`config.mk`:
```
export PLATFORM = sky130hd
export DESIGN_NAME = sr_wp_ctrl
export DESIGN_NICKNAME = d
export VERILOG_FILES = /design/src/rtl/sr_wp_pkg.sv /design/src/rtl/sr_cmd_track.sv /design/src/rtl/sr_busy_timer.sv /design/src/rtl/sr_wp_ctrl.sv
export SDC_FILE = /design/constraint.sdc
export NUM_CORES = 1
export LEC_CHECK = 0
export ABC_CLOCK_PERIOD_IN_PS = 2000
export BUFFER_PORTS_ARGS = -buffer_cell sky130_fd_sc_hd__buf_2
export CORE_ASPECT_RATIO = 0.6
export CORE_UTILIZATION = 35
export CTS_CLUSTER_DIAMETER = 40
export DETAILED_ROUTE_END_ITERATION = 10
export PLACE_DENSITY = 0.52
export SLEW_MARGIN = 10
export SYNTH_ARGS = -nofsm -noshare
export SYNTH_HDL_FRONTEND = slang
export SYNTH_SLANG_ARGS = --single-unit
export TNS_END_PERCENT = 1
```
`constraint.sdc`:
```
create_clock -name clk_i -period 2 [get_ports clk_i]
set_input_delay 0 -clock clk_i [delete_from_list [all_inputs] [get_ports clk_i]]
set_output_delay 0 -clock clk_i [all_outputs]
set_load 0.005 [all_outputs]
```
`src/rtl/sr_wp_pkg.sv`:
```
package sr_wp_pkg;
  localparam logic [7:0] OP_WR_EN   = 8'h06;
  localparam logic [7:0] OP_RD_STAT = 8'h05;
  localparam logic [7:0] OP_WR_STAT = 8'h01;
  localparam int unsigned POS_DIS   = 7;
  localparam int unsigned POS_BP_HI = 3;
  localparam int unsigned POS_BP_LO = 2;
  localparam int unsigned BP_W      = POS_BP_HI - POS_BP_LO + 1;
endpackage

```
`src/rtl/sr_cmd_track.sv`:
```
module sr_cmd_track
  import sr_wp_pkg::*;
(
  input  logic            clk_i,
  input  logic            rst_i,
  input  logic            cs_n_i,
  input  logic            partial_i,
  input  logic            rx_valid_i,
  input  logic [7:0]      rx_byte_i,
  output logic            end_o,
  output logic [7:0]      opcode_o,
  output logic [1:0]      nbytes_o,
  output logic            d_dis_o,
  output logic [BP_W-1:0] d_bp_o
);
  logic cs_prev;

  always_ff @(posedge clk_i) begin
    if (rst_i) begin
      cs_prev  <= 1'b1;
      nbytes_o <= '0;
      opcode_o <= '0;
      d_dis_o  <= 1'b0;
      d_bp_o   <= '0;
    end else begin
      cs_prev <= cs_n_i;
      if (cs_n_i) begin
        nbytes_o <= '0;
      end else if (rx_valid_i) begin
        if (nbytes_o != 2'd3) nbytes_o <= nbytes_o + 2'd1;
        if (nbytes_o == 2'd0) opcode_o <= rx_byte_i;
        if (nbytes_o == 2'd1) begin
          d_dis_o <= rx_byte_i[POS_DIS];
          d_bp_o  <= rx_byte_i[POS_BP_HI:POS_BP_LO];
        end
      end
    end
  end

  // window closes on a byte boundary
  assign end_o = cs_n_i & ~cs_prev & ~partial_i;
endmodule

```
`src/rtl/sr_busy_timer.sv`:
```
module sr_busy_timer #(
  parameter int unsigned BUSY_CYCLES = 1000
) (
  input  logic clk_i,
  input  logic rst_i,
  input  logic start_i,
  output logic busy_o,
  output logic done_o
);
  localparam int unsigned CW = $clog2(BUSY_CYCLES + 1);
  logic [CW-1:0] cnt;

  always_ff @(posedge clk_i) begin
    if (rst_i) begin
      busy_o <= 1'b0;
      cnt    <= '0;
    end else if (start_i && !busy_o) begin
      busy_o <= 1'b1;
      cnt    <= CW'(BUSY_CYCLES - 1);
    end else if (done_o) begin
      busy_o <= 1'b0;
    end else if (busy_o) begin
      cnt <= cnt - 1'b1;
    end
  end

  assign done_o = busy_o && (cnt == '0);
endmodule

```
`src/rtl/sr_wp_ctrl.sv`:
```
module sr_wp_ctrl
  import sr_wp_pkg::*;
#(
  parameter int unsigned BUSY_CYCLES = 1000
) (
  input  logic       clk_i,
  input  logic       rst_i,
  input  logic       cs_n_i,
  input  logic       partial_i,
  input  logic       wp_n_i,
  input  logic       rx_valid_i,
  input  logic [7:0] rx_byte_i,
  output logic [7:0] status_o,
  output logic [1:0] bp_code_o
);
  logic            cmd_end;
  logic [7:0]      opcode;
  logic [1:0]      nbytes;
  logic            d_dis;
  logic [BP_W-1:0] d_bp;
  logic            busy, done;
  logic            wel, dis_bit, pend_dis;
  logic [BP_W-1:0] bp_bits, pend_bp;
  logic            wren_go, wrsr_go, hw_locked;

  sr_cmd_track u_track (
    .clk_i(clk_i), .rst_i(rst_i), .cs_n_i(cs_n_i), .partial_i(partial_i),
    .rx_valid_i(rx_valid_i), .rx_byte_i(rx_byte_i), .end_o(cmd_end),
    .opcode_o(opcode), .nbytes_o(nbytes), .d_dis_o(d_dis), .d_bp_o(d_bp)
  );

  sr_busy_timer #(.BUSY_CYCLES(BUSY_CYCLES)) u_timer (
    .clk_i(clk_i), .rst_i(rst_i), .start_i(wrsr_go),
    .busy_o(busy), .done_o(done)
  );

  assign hw_locked = dis_bit && !wp_n_i;
  assign wren_go = cmd_end && !busy && (opcode == OP_WR_EN) && (nbytes == 2'd1);
  assign wrsr_go = cmd_end && !busy && (opcode == OP_WR_STAT) && (nbytes >= 2'd2)
                   && wel && !hw_locked;

  always_ff @(posedge clk_i) begin
    if (rst_i) begin
      wel      <= 1'b0;
      dis_bit  <= 1'b0;
      bp_bits  <= '0;
      pend_dis <= 1'b0;
      pend_bp  <= '0;
    end else begin
      if (wren_go) wel <= 1'b1;
      if (wrsr_go) begin
        pend_dis <= d_dis;
        pend_bp  <= d_bp;
      end
      if (done) begin
        dis_bit <= pend_dis;
        bp_bits <= pend_bp;
        wel     <= 1'b0;
      end
    end
  end

  assign status_o  = {dis_bit, 3'b000, bp_bits, wel, busy};
  assign bp_code_o = bp_bits;
endmodule

```
==> flow_metrics.py <==
metrics = {
    "logic_synthesis": {
        "synth_area_per_cell_um2": 8.57,
        "syn_area_um2": 1520,
        "ys_seq_area_share_pct": 42.2,
        "yosys_warnings": 0,
        "post-synth-top-area-fraction_pct": 42.2,
        "synthArstFlopShare_pct": 0,
        "synthCells": 177,
        "synth-edff-count": 0,
        "synthTopCellsByArea": "dfxtp_1 (42%), a21oi_1 (7.3%), nand3_1 (5.6%), nand2_1 (5.2%), ha_1 (4.1%)",
        "synth_top_area_cell": "dfxtp_1",
        "yosysUniqueCellTypes": 38,
        "ys_ff_latch": 32,
        "ys.flop_type": "dfxtp_1",
    },
    "worst_hold_path": {
        "hp-class": "primary input to register",
    },
    "die": {
        "die_y_um": 53.0,
        "io_pins": 24,
        "initial_utilization_pct": 36.8,
        "fp.dieW_um": 87.0,
        "rows": 18,
        "core_area_um2": 4120,
        "dieArea_um2": 4610,
    },
    "place": {
        "hpwl_um": 2430,
        "port_buffers": 20,
        "gp_congestion": 0.850,
        "dpl-instance-area_um2": 1630,
    },
    "sta": {
        "fin_crit_ns": 1.76,
        "rsz0062_at_grt": "no",
        "fmax_mhz": 570,
        "tightest_slew_ns": 0.539,
        "final-setup-viol-count": 0,
        "relSlewSlack_pct": 64.1,
        "hold_viol_final": 0,
        "setup_tns_ns": 0,
        "fin_crit_sh_pct": 87.8,
        "finClkSkew_ns": 0.00474,
        "final-max-slew-violation-count": 0,
    },
    "drt": {
        "drt-initial-drc-count": 53,
        "dr.pass1.iters": 4,
        "routed-via-count": 1291,
        "wl_um": 3380,
        "wl_per_cell_um": 12.8,
        "vias_per_cell": 4.89,
        "drc": 0,
        "ant_nets": 0,
    },
    "layout": {
        "nNetsFinal": 222,
        "drive_gt1_share_pct": 17.6,
        "fin_area_um2": 1830,
        "syn2layout_area_growth_pct": 20.4,
        "insertedDiodeCount": 0,
    },
    "outcome": {
        "status": "completed",
    },
    "clock_tree": {
        "htree_levels": 2,
        "cts_made_buffers": 5,
        "cts-root-buf": "clkbuf_8",
        "clkSinkCount": 32,
        "clock_latency_ns": 0.28,
        "cts_tree": "done",
        "clk_pin_slew_ns": 0.07,
        "clockBufferDepth": 2,
    },
    "setup_path": {
        "crit_required_ns": 2.21,
        "cp_max_fo": 4,
        "critPathArrivalTime_ns": 1.96,
        "end_kind": "register",
        "crit_family": "compound AO/OA/AOI/OAI gates",
        "cp_slowest_cell": "nor3b_1",
        "max_stage_delay_ns": 0.36,
        "path_buf_inv": 1,
        "criticalPathCategory": "register to register",
        "startpoint_type": "register",
        "path_cells": "inv_1 > ha_1 > nor3b_1 > a31o_2 > mux2_1 > a21oi_1",
    },
    "power": {
        "p_per_area_nw_per_um2": 739,
        "total_power_w": 0.00135,
        "vdd.ir_drop.worst_v": 0.000382,
        "p_leak_nw": 0.719,
    },
    "grt": {
        "grt_pass1_wl_um": 5540,
        "grt_antenna_before_repair": 0,
        "grt_pass1_vias": 1171,
        "grt_overflow": 0,
        "grt_usage_pct": 16.5,
        "grt_max_degree": 30,
    },
    "job": {
        "maxCapViolCount": 0,
    },
}
## cell usage in the layout (no fill, tap or decap), drive strengths merged, types with 2 or more instances in the layout
cell	count
a31oi	3
a21oi	23
nand3	17
conb	3
dlygate4sd3	9
a211oi	2
mux2i	4
nor2b	3
o21ai	4
nor2	14
ha	5
nor3b	2
clkbuf	6
or2	2
nor4bb	2
buf	21
inv	7
nand2	21
dfxtp	32
nor4	2
xnor2	4
nor3	3
## worst paths after layout
kind | startpoint | slack [ns] | cells after the start | end
worst max register to register | u_timer.cnt[0]$_SDFFE_PP0P_ | 0.24 | 6 | u_timer.cnt[1]$_SDFFE_PP0P_
worst max-delay path | u_timer.cnt[0]$_SDFFE_PP0P_ | 0.24 | 6 | u_timer.cnt[1]$_SDFFE_PP0P_
worst min register to register | u_track.opcode_o[3]$_SDFFE_PP0P_ | 0.46 | 2 | u_track.opcode_o[3]$_SDFFE_PP0P_
worst min-delay path | rx_valid_i | 0.17 | 4 | u_track.d_bp_o[0]$_SDFFE_PP0P_
## kinds of logic (layout without fill, tap and decap cells)
kind of cell / count (synthesis) / after routing / share of synthesized area [%]
and+or+nand+nor: 73 / 73 / 26.3
muxes: 5 / 5 / 3.38
buffers and inverters: 20 / 45 / 6.93
other: 1 / 3 / 0.247
DFF: 32 / 32 / 42.2
adders and majority gates: 5 / 5 / 4.12
xor gates and xnor gates: 4 / 4 / 2.31
AOI/OAI and AO/OA: 37 / 37 / 14.5
## metal layers
metal  global-route usage (%)  part of all wire [%]  up-vias
met4                     5.83                  0.59        0
li1                         -                     -      665
met3                     4.68                   4.4        2
met5                        0                     0        -
met1                     23.4                    55      595
met2                     23.5                    39       29
## tightest hold or removal path, stage by stage
cell and delay, ns:
buf_2 0.11, nor2b_1 0.16, nand3_1 0.09, a21oi_1 0.05
## report_power, final
group          switching (W)   total, W  internal (W)  leakage [nW]
Combinational      0.0000468  0.0000849     0.0000381         0.405
Sequential        0.00000739   0.000656      0.000648         0.259
Clock               0.000239   0.000609      0.000370        0.0552
## final cells by class
type / count / area (um2)
Inverter: 7 / 26.3
Tap cell: 60 / 75.1
Fill cell: 426 / 2290
Clock inverter: 2 / 35.0
Sequential cell: 32 / 641
Clock buffer: 6 / 72.6
Timing Repair Buffer: 30 / 198
Multi-Input combinational cell: 127 / 779
## cell usage after synthesis (2+ instances only)
master / number
o21ai_0: 4
nor3b_1: 2
nand2_1: 21
a21oi_1: 22
dfxtp_1: 32
inv_1: 7
nand3_1: 17
buf_4: 8
ha_1: 5
xnor2_1: 4
mux2i_1: 4
nor4bb_1: 2
nor2b_1: 3
a31oi_1: 3
clkbuf_1: 5
nor2_1: 14
nor3_1: 3
## sequential cells by signal (all words and copies together), names as in the netlist
name and cells:
bp_code_o 2, pend_bp 2, u_track.d_bp_o 2, dis_bit 1
u_track.opcode_o 8, u_timer.busy_o 1, u_timer.cnt 10, u_track.nbytes_o 2
u_track.d_dis_o 1, u_track.cs_prev 1, wel 1, pend_dis 1
## what timing repair did
| item | in CTS | in global routing |
|---|---|---|
| resized for setup | 0 | 0 |
| endpoints found under the hold margin | 11 | 0 |
| setup buffers | 0 | 0 |
| hold buffers | 9 | 0 |
## metrics by stage
stage	setup slack, ns	utilization [%]	hold WS [ns]	std cells
floorplan	0.443	-	0.129	179
global placement	0.318	39.5	0.253	247
detailed placement	0.235	39.5	0.259	247
CTS	0.213	44.3	0.154	264
global route	0.104	44.3	0.167	264
finish	0.245	44.3	0.171	264
No activity file was read; power rests on OpenSTA's default activity.
